File: config.mk
export PLATFORM = sky130hd
export DESIGN_NAME = ipt_hash_lookup
export DESIGN_NICKNAME = d
export VERILOG_FILES = /design/src/rtl/ipt_pkg.sv /design/src/rtl/ipt_datapath.sv /design/src/rtl/ipt_control.sv /design/src/rtl/ipt_hash_lookup.sv
export SDC_FILE = /design/constraint.sdc
export NUM_CORES = 2
export LEC_CHECK = 0
export BUFFER_PORTS_ARGS = -buffer_cell sky130_fd_sc_hd__clkbuf_2
export CORE_ASPECT_RATIO = 0.5
export CORE_MARGIN = 5
export CORE_UTILIZATION = 45
export DETAILED_ROUTE_END_ITERATION = 7
export GPL_ROUTABILITY_DRIVEN = 1
export GPL_TIMING_DRIVEN = 0
export PLACE_DENSITY = 0.65
export REMOVE_ABC_BUFFERS = 1
export SYNTH_ARGS = -nofsm -noshare
export SYNTH_HDL_FRONTEND = slang
export SYNTH_HIERARCHICAL = 1
export SYNTH_SLANG_ARGS = --single-unit
File: constraint.sdc
create_clock -name clk -period 4.5 [get_ports clk]
set_input_delay 0.45 -clock clk [delete_from_list [all_inputs] [get_ports clk]]
set_output_delay 0.45 -clock clk [all_outputs]
set_load 0.02 [all_outputs]
File: src/rtl/ipt_pkg.sv
package ipt_pkg;

  // Strobes from the walk control to the table datapath
  typedef struct packed {
    logic insWrite;  // write entry and relink chain head
    logic keyLoad;   // latch lookup key and fetch chain head
    logic advance;   // follow next pointer of current entry
  } dpCtrl_t;

  // Status returned by the datapath
  typedef struct packed {
    logic atNull;    // current pointer is the chain terminator
    logic isMatch;   // current entry matches the latched key
  } dpStat_t;

  typedef enum logic [0:0] {
    ST_IDLE = 1'b0,
    ST_WALK = 1'b1
  } walkState_t;

endpackage

File: src/rtl/ipt_datapath.sv
module ipt_datapath
  import ipt_pkg::*;
#(
  parameter int NUM_FRAMES = 64,
  parameter int PID_W      = 8,
  parameter int VPN_W      = 20,
  parameter int HASH_W     = 6,
  localparam int FRAME_W   = $clog2(NUM_FRAMES)
) (
  input  logic               clk,
  input  logic               rst_n,
  input  dpCtrl_t            ctrl,
  input  logic [PID_W-1:0]   lkPid,
  input  logic [VPN_W-1:0]   lkVpn,
  input  logic [PID_W-1:0]   insPid,
  input  logic [VPN_W-1:0]   insVpn,
  input  logic [FRAME_W-1:0] insFrame,
  output dpStat_t            stat,
  output logic [FRAME_W-1:0] curFrame
);

  localparam int PTR_W     = FRAME_W + 1;
  localparam int NUM_SLOTS = 1 << HASH_W;
  localparam int LO_W      = VPN_W / 2;
  localparam logic [PTR_W-1:0] NULL_PTR = PTR_W'(NUM_FRAMES);
  localparam logic [VPN_W-1:0] LOW_MASK = (VPN_W'(1) << LO_W) - VPN_W'(1);

  // Fold the page number: low half XOR high half, then truncate
  function automatic logic [HASH_W-1:0] hashVpn(input logic [VPN_W-1:0] v);
    logic [VPN_W-1:0] folded;
    folded = (v & LOW_MASK) ^ (v >> LO_W);
    return folded[HASH_W-1:0];
  endfunction

  logic               entValid [NUM_FRAMES];
  logic [PID_W-1:0]   entPid   [NUM_FRAMES];
  logic [VPN_W-1:0]   entVpn   [NUM_FRAMES];
  logic [PTR_W-1:0]   entNext  [NUM_FRAMES];
  logic [PTR_W-1:0]   headPtr  [NUM_SLOTS];

  logic [PID_W-1:0]   keyPid;
  logic [VPN_W-1:0]   keyVpn;
  logic [PTR_W-1:0]   curPtr;

  logic [HASH_W-1:0]  insHash;
  logic [HASH_W-1:0]  lkHash;
  logic [PTR_W-1:0]   insHeadOld;
  logic [FRAME_W-1:0] curIdx;

  assign insHash    = hashVpn(insVpn);
  assign lkHash     = hashVpn(lkVpn);
  assign insHeadOld = headPtr[insHash];
  assign curIdx     = curPtr[FRAME_W-1:0];
  assign curFrame   = curIdx;

  // Entry storage and chain anchors
  always_ff @(posedge clk) begin
    if (!rst_n) begin
      for (int i = 0; i < NUM_FRAMES; i++) begin
        entValid[i] <= 1'b0;
        entPid[i]   <= '0;
        entVpn[i]   <= '0;
        entNext[i]  <= NULL_PTR;
      end
      for (int s = 0; s < NUM_SLOTS; s++) begin
        headPtr[s] <= NULL_PTR;
      end
    end else if (ctrl.insWrite) begin
      entValid[insFrame] <= 1'b1;
      entPid[insFrame]   <= insPid;
      entVpn[insFrame]   <= insVpn;
      entNext[insFrame]  <= insHeadOld;
      headPtr[insHash]   <= {1'b0, insFrame};
    end
  end

  // Search key and walk pointer
  always_ff @(posedge clk) begin
    if (!rst_n) begin
      keyPid <= '0;
      keyVpn <= '0;
      curPtr <= NULL_PTR;
    end else if (ctrl.keyLoad) begin
      keyPid <= lkPid;
      keyVpn <= lkVpn;
      curPtr <= headPtr[lkHash];
    end else if (ctrl.advance) begin
      curPtr <= entNext[curIdx];
    end
  end

  // Only the terminator carries the top pointer bit
  assign stat.atNull  = curPtr[PTR_W-1];
  assign stat.isMatch = !curPtr[PTR_W-1] && entValid[curIdx] &&
                        (entPid[curIdx] == keyPid) && (entVpn[curIdx] == keyVpn);

  // an insert becomes the head of its slot
  p_head_update_r7: assert property (@(posedge clk) disable iff (!rst_n)
    ctrl.insWrite |=> (headPtr[$past(insHash)] == {1'b0, $past(insFrame)}));

  // the former head becomes second in the chain
  p_link_prev_r7: assert property (@(posedge clk) disable iff (!rst_n)
    ctrl.insWrite |=> (entNext[$past(insFrame)] == $past(insHeadOld)));

  // the walk never steps past a terminator
  p_advance_nonnull_r6: assert property (@(posedge clk) disable iff (!rst_n)
    ctrl.advance |-> !stat.atNull);

endmodule

File: src/rtl/ipt_control.sv
module ipt_control
  import ipt_pkg::*;
#(
  parameter int NUM_FRAMES = 64
) (
  input  logic    clk,
  input  logic    rst_n,
  input  logic    lkValid,
  input  logic    insValid,
  input  dpStat_t stat,
  output logic    lkReady,
  output logic    insReady,
  output dpCtrl_t ctrl,
  output logic    rspValid,
  output logic    rspHit
);

  localparam int CNT_W = $clog2(NUM_FRAMES + 2);

  walkState_t state, stateNxt;
  logic walking;
  logic [CNT_W-1:0] walkCnt;

  assign walking  = (state == ST_WALK);
  assign insReady = !walking;
  assign lkReady  = !walking && !insValid;  // insert takes precedence

  assign ctrl.insWrite = insValid && insReady;
  assign ctrl.keyLoad  = lkValid && lkReady;
  assign ctrl.advance  = walking && !stat.atNull && !stat.isMatch;

  assign rspValid = walking && (stat.atNull || stat.isMatch);
  assign rspHit   = walking && stat.isMatch;

  always_comb begin
    stateNxt = state;
    unique case (state)
      ST_IDLE: if (ctrl.keyLoad) stateNxt = ST_WALK;
      ST_WALK: if (rspValid)     stateNxt = ST_IDLE;
      default: stateNxt = ST_IDLE;
    endcase
  end

  always_ff @(posedge clk) begin
    if (!rst_n) state <= ST_IDLE;
    else        state <= stateNxt;
  end

  // Cycles spent in the current walk, for the bound check
  always_ff @(posedge clk) begin
    if (!rst_n || !walking) walkCnt <= '0;
    else                    walkCnt <= walkCnt + CNT_W'(1);
  end

  // an accepted lookup starts a walk on the next cycle
  p_accept_walk_r5: assert property (@(posedge clk) disable iff (!rst_n)
    ctrl.keyLoad |=> walking);

  // the response is a single-cycle pulse
  p_one_pulse_r10: assert property (@(posedge clk) disable iff (!rst_n)
    rspValid |=> !rspValid);

  // a chain holds at most NUM_FRAMES entries, so a walk ends in time
  p_walk_bound_r6: assert property (@(posedge clk) disable iff (!rst_n)
    walking |-> (walkCnt <= CNT_W'(NUM_FRAMES)));

endmodule

File: src/rtl/ipt_hash_lookup.sv
module ipt_hash_lookup
  import ipt_pkg::*;
#(
  parameter int NUM_FRAMES = 64,
  parameter int PID_W      = 8,
  parameter int VPN_W      = 20,
  parameter int HASH_W     = 6,
  localparam int FRAME_W   = $clog2(NUM_FRAMES)
) (
  input  logic               clk,
  input  logic               rst_n,
  input  logic               lkValid,
  output logic               lkReady,
  input  logic [PID_W-1:0]   lkPid,
  input  logic [VPN_W-1:0]   lkVpn,
  input  logic               insValid,
  output logic               insReady,
  input  logic [PID_W-1:0]   insPid,
  input  logic [VPN_W-1:0]   insVpn,
  input  logic [FRAME_W-1:0] insFrame,
  output logic               rspValid,
  output logic               rspHit,
  output logic [FRAME_W-1:0] rspFrame
);

  dpCtrl_t ctrl;
  dpStat_t stat;

  ipt_control #(
    .NUM_FRAMES(NUM_FRAMES)
  ) u_control (
    .clk      (clk),
    .rst_n    (rst_n),
    .lkValid  (lkValid),
    .insValid (insValid),
    .stat     (stat),
    .lkReady  (lkReady),
    .insReady (insReady),
    .ctrl     (ctrl),
    .rspValid (rspValid),
    .rspHit   (rspHit)
  );

  ipt_datapath #(
    .NUM_FRAMES(NUM_FRAMES),
    .PID_W     (PID_W),
    .VPN_W     (VPN_W),
    .HASH_W    (HASH_W)
  ) u_datapath (
    .clk      (clk),
    .rst_n    (rst_n),
    .ctrl     (ctrl),
    .lkPid    (lkPid),
    .lkVpn    (lkVpn),
    .insPid   (insPid),
    .insVpn   (insVpn),
    .insFrame (insFrame),
    .stat     (stat),
    .curFrame (rspFrame)
  );

  // no handshake is offered while a lookup is being answered
  p_busy_r8: assert property (@(posedge clk) disable iff (!rst_n)
    (rspValid) |-> (!lkReady && !insReady));

endmodule

* After elaboration in Yosys (flattened, before gate mapping)
Memories as Yosys holds them, arrays and structs flattened. A register that Yosys moved wholly into a read port is not among the register bits. Index checks and enable logic that the tools add are counted. Widths: inputs -> output; s select.
Word-level totals: register bits 36, bits in latches 0, bits in writable memories 2752, bits in read-only memories 0, input bits 66, output and inout bits 10, word-level logic and storage cells 67, memories kept 5
Cells by class: $add $sub $neg 0, $mul 0, divide/modulo/power cells 0, magnitude comparators 0, eq/ne operators 2, shift-type cells 0, mux-type cells 32, bitwise operators 3, reduce and logical (&&, ||, !) cells 21
Memories:
- u_datapath.entVpn | words 64, width 20, read ports 1, clocked after memory_dff 1, write ports 64, RTL line ipt_datapath.sv:37 | logic [VPN_W-1:0] entVpn [NUM_FRAMES];
- u_datapath.entPid | words 64, width 8, read ports 1, clocked after memory_dff 1, write ports 64, RTL line ipt_datapath.sv:36 | logic [PID_W-1:0] entPid [NUM_FRAMES];
- u_datapath.entNext | words 64, width 7, read ports 1, clocked after memory_dff 1, write ports 64, RTL line ipt_datapath.sv:38 | logic [PTR_W-1:0] entNext [NUM_FRAMES];
- u_datapath.headPtr | words 64, width 7, read ports 2, clocked after memory_dff 0, write ports 64, RTL line ipt_datapath.sv:39 | logic [PTR_W-1:0] headPtr [NUM_SLOTS];
- u_datapath.entValid | words 64, width 1, read ports 1, clocked after memory_dff 1, write ports 64, RTL line ipt_datapath.sv:35 | logic entValid [NUM_FRAMES];
Operator list (count):
- $mux 6 | 13
- $mux 7 | 4
- $eq 20x20->1 | 1
- $mux 20 | 1
- $reduce_or 20->1 | 1
- $reduce_or 7->1 | 2
- $mux 1 | 12
- $xor 6x6->6 | 2
- $logic_and 1x1->1 | 10
- $eq 8x8->1 | 1
- $mux 8 | 1
- $reduce_or 8->1 | 1
- $logic_not 1->1 | 4
- $pmux 1 s2 | 1
- $reduce_bool 2->1 | 1
- $logic_or 1x1->1 | 1
- $not 1->1 | 1
- $reduce_or 1->1 | 1

* Depth between registers and ports, before layout
depth after elaboration 10, gate-level depth with buffers 20, mapped depth without buffers 13

* Hierarchy
The synthesis kept the hierarchy.
By module, submodules not included:
- ipt_datapath | times used 1, cells an instance 8986, area an instance 129924.6 um2, sequential area each 82178.8 um2
- ipt_control | times used 1, cells an instance 10, area an instance 90.1 um2, sequential area each 20.0 um2

* Least setup slack after synthesis
Ideal clock, no wire load.
path kind register to register, start register with a tool-made name, end register u_datapath.curPtr[6], setup time 127 ps, data arrival time 3724 ps, setup slack 649 ps, cell stages (with the launch flop) 17, path buffers 5, cells stage by stage dfxtp_1 buf_4 buf_2 buf_2 buf_1 nand3_1 a32o_1 a2111oi_0 xor2_1 nor4_1 o2111ai_1 nor4_2 nor3b_4 buf_1 mux2_2 mux2i_1 nand2_1
RTL lines:
- end signal, assigned | RTL line ipt_datapath.sv:86 | curPtr <= headPtr[lkHash];
- end signal, assigned | RTL line ipt_datapath.sv:88 | curPtr <= entNext[curIdx];
- end, declared | RTL line ipt_datapath.sv:43 | logic [PTR_W-1:0] curPtr;

==> results_dict.tcl <==
set metrics [dict create \
    ios 76 \
    grt_overflow_total 0 \
    setup_viol 16 \
    cts_tree "done" \
    avgSynthCellArea_um2 14.45 \
    root_buffer "clkbuf_16" \
    dp_slack_ps -3079 \
    fp-row-count 139 \
    htree_levels 5 \
    core_area_mm2 0.2873 \
    ff_latch_area_mm2 0.08222 \
    layout.nets 9033 \
    p_leak_nw 55.97 \
    wl_per_cell_um 34.68 \
    fin_worst_skew_ps 76.69 \
    drt_first_pass_iters 6 \
    worst_slew_pin_slew_ps 1508 \
    placed_area_mm2 0.1387 \
    yosysTopAreaCell "edfxtp_1" \
    fmax_mhz 175.4 \
    ys_ff_latch 2794 \
    multi_input_area_mm2 0.04500 \
    ys_warn_count 6 \
    hold_path_class "input port to flip-flop" \
    synth_cell_types 78 \
    fillers 23052 \
    drive_above_1_share 0.2203 \
    yosys-top-cells-area "edfxtp_1 61%, mux4_2 13%, and2_1 6.8%" \
    ys.flop_type "edfxtp_1" \
    period_minus_slack_ps 5701 \
    worstHoldStart "lkVpn[13]" \
    timing.hold.ws_ps 34.61 \
    grtUsageTotal 0.2923 \
    drc 0 \
    die-height_um 390.1 \
    mostFrequentLayoutCells "2624 x edfxtp_1, 1417 x and2_1, 904 x and3_1" \
    timing.final.ws_setup_ps -1201 \
    io_buffers 75 \
    clkTransAtPathRegs_ps 60 \
    worstSetupStartpointType "flip-flop" \
    max_slew_margin -0.008067 \
    maxCapViolCount 4 \
    drt_iter0_drc 13589 \
    power.density_mw_per_mm2 401.0 \
    clk_latency_ps 870 \
    totalWireLength_um 452500 \
    hold_violations 0 \
    fin_crit_sh 1.267 \
    grt_pass1_wl_um 624700 \
    violations "capacitance limit, slew limit, setup timing" \
    grt_pass1_vias 80976 \
    crit_fanout 13 \
    path_class "flip-flop to primary output" \
    async_reset_ff_frac 0 \
    design_area_mm2 0.1505 \
    antenna_found_initial 27 \
    cp-end-kind "primary output" \
    hpwlAfterDp_um 278900 \
    synthToLayoutAreaGrowth_pct 15.79 \
    viasPerCell 6.480 \
    crit_arrival_ps 5250 \
    final_util 0.5240 \
    finalPower_w 0.06037 \
    grt_setup_unrepaired "yes" \
    reg2reg_slack_ps -660 \
    syn_inst 8996 \
    gp_congestion 0.8712 \
    via_count 84539 \
    vdd_drop_max_mv 0.3156 \
    initial_utilization 0.4525 \
    grt_max_degree 105 \
    layout_commonest_cell "edfxtp_1" \
    status "complete, but fails checks" \
    cts_buffers 269 \
    antenna_left 0 \
    drv_slew 9 \
    cts.sinks 2794 \
    seq_area_frac_synth 0.6322 \
    netlist.area_leader.share 0.6061 \
    fp.dieArea_mm2 0.3004 \
    critPathRequiredTime_ps 4050 \
    synth_edf_count 2624 \
    synth_area_mm2 0.1300 \
    die_x_um 770.2 \
    cts_buffer_depth 4 \
]
-- power by group --
part / leakage (nW) / switching, W / total (W) / internal (W)
Combinational: 23.6 / 0.00537 / 0.00840 / 0.00302
Clock: 4.10 / 0.00994 / 0.0224 / 0.0125
Sequential: 28.3 / 0.000314 / 0.0295 / 0.0292
Total: 56.0 / 0.0156 / 0.0604 / 0.0447
-- path summary, 6_finish.rpt --
kind | endpoint | depth (start not counted)
max reg2reg | u_datapath/curPtr[6] | 17
min | u_datapath/keyVpn[13] | 3
max | rspValid | 15
min reg2reg | u_datapath/entValid[41] | 2
-- cells by family after synthesis --
logic type             Yosys count  share of synthesized area
AND/OR/NAND/NOR               3529                     0.1498
buffers and inverters          992                    0.03334
multiplexers                   986                     0.1488
flip-flops                    2794                     0.6322
AO/OA/AOI/OAI                  647                    0.03241
XOR/XNOR                        48                   0.003407
-- state kept, by name (all words and copies together) (netlist names), named ones only --
register,cells
u_datapath/headPtr,448
u_datapath/keyPid,8
u_datapath/keyVpn,20
u_datapath/entVpn,1280
u_control/state,1
u_datapath/entValid,64
u_datapath/entNext,448
u_datapath/curPtr,7
u_datapath/entPid,512
-- cell type report --
| cell class | instances | share of cell area |
|---|---|---|
| multi-input combinational | 5212 | 0.2989 |
| sequential | 2794 | 0.5461 |
| timing repair buffer | 621 | 0.06504 |
| clock buffer | 365 | 0.05031 |
| clock inverter | 99 | 0.005327 |
| tap | 3877 | 0.03222 |
| inverter | 69 | 0.001870 |
| antenna | 10 | 0.0001662 |
-- synth_stat cells (all sizes together), types with 5 or more instances --
| master | n |
|---|---|
| nand2 | 560 |
| buf | 258 |
| a21oi | 196 |
| o211ai | 17 |
| mux2i | 206 |
| a221oi | 44 |
| o311ai | 5 |
| o21ai | 121 |
| inv | 68 |
| o2bb2ai | 6 |
| nand2b | 18 |
| xnor2 | 26 |
| o221ai | 22 |
| a31oi | 10 |
| a22o | 14 |
| xor2 | 22 |
| nor3 | 37 |
| a211oi | 36 |
| mux2 | 27 |
| clkbuf | 665 |
| nand3 | 43 |
| a22oi | 74 |
| a221o | 8 |
| nand4 | 7 |
| nor2 | 465 |
| edfxtp | 2624 |
| dfxtp | 170 |
| mux4 | 753 |
| and3 | 905 |
| a2111oi | 10 |
| a311oi | 7 |
| or2 | 8 |
| o22ai | 53 |
| nor4 | 9 |
| nor2b | 43 |
| and2 | 1425 |
-- worst max-delay path, stage by stage (launching register included) --
cell and delay, ps:
dfxtp_4 370, buf_12 150, bufbuf_16 320, nor2_1 770, a22oi_1 160, o211ai_1 230
nand4_1 610, a31oi_1 410, xnor2_1 160, nor4_2 290, nand4_1 210, nor4_4 240
buf_12 180, nor2_4 40, nor2_1 90, buf_4 140
-- metal layers --
| layer | vias up | global-route usage | share of wire |
|---|---|---|---|
| li1 | 33693 | - | - |
| met1 | 43339 | 0.3948 | 0.36 |
| met2 | 6439 | 0.4312 | 0.44 |
| met3 | 1054 | 0.08757 | 0.14 |
| met4 | 14 | 0.1467 | 0.059 |
| met5 | - | 0.003349 | 0.00048 |
-- repair_timing --
item / CTS / global route
endpoints found under the hold margin: 23 / 0
pin swaps: 20 / 25
hold buffers: 23 / 0
resized for setup: 121 / 47
setup endpoints to repair: 81 / 101
cloned: 35 / 13
setup buffers: 57 / 55
-- stage by stage --
stage / TNS (ps) / std cells
floorplan: - / 8073
global placement: - / 12025
detailed placement: -353860 / 12392
global route: -8922 / 13038
finish: -10290 / 13047
CTS: -9386 / 12970
Note: power is estimated with default switching activity, not from simulation.
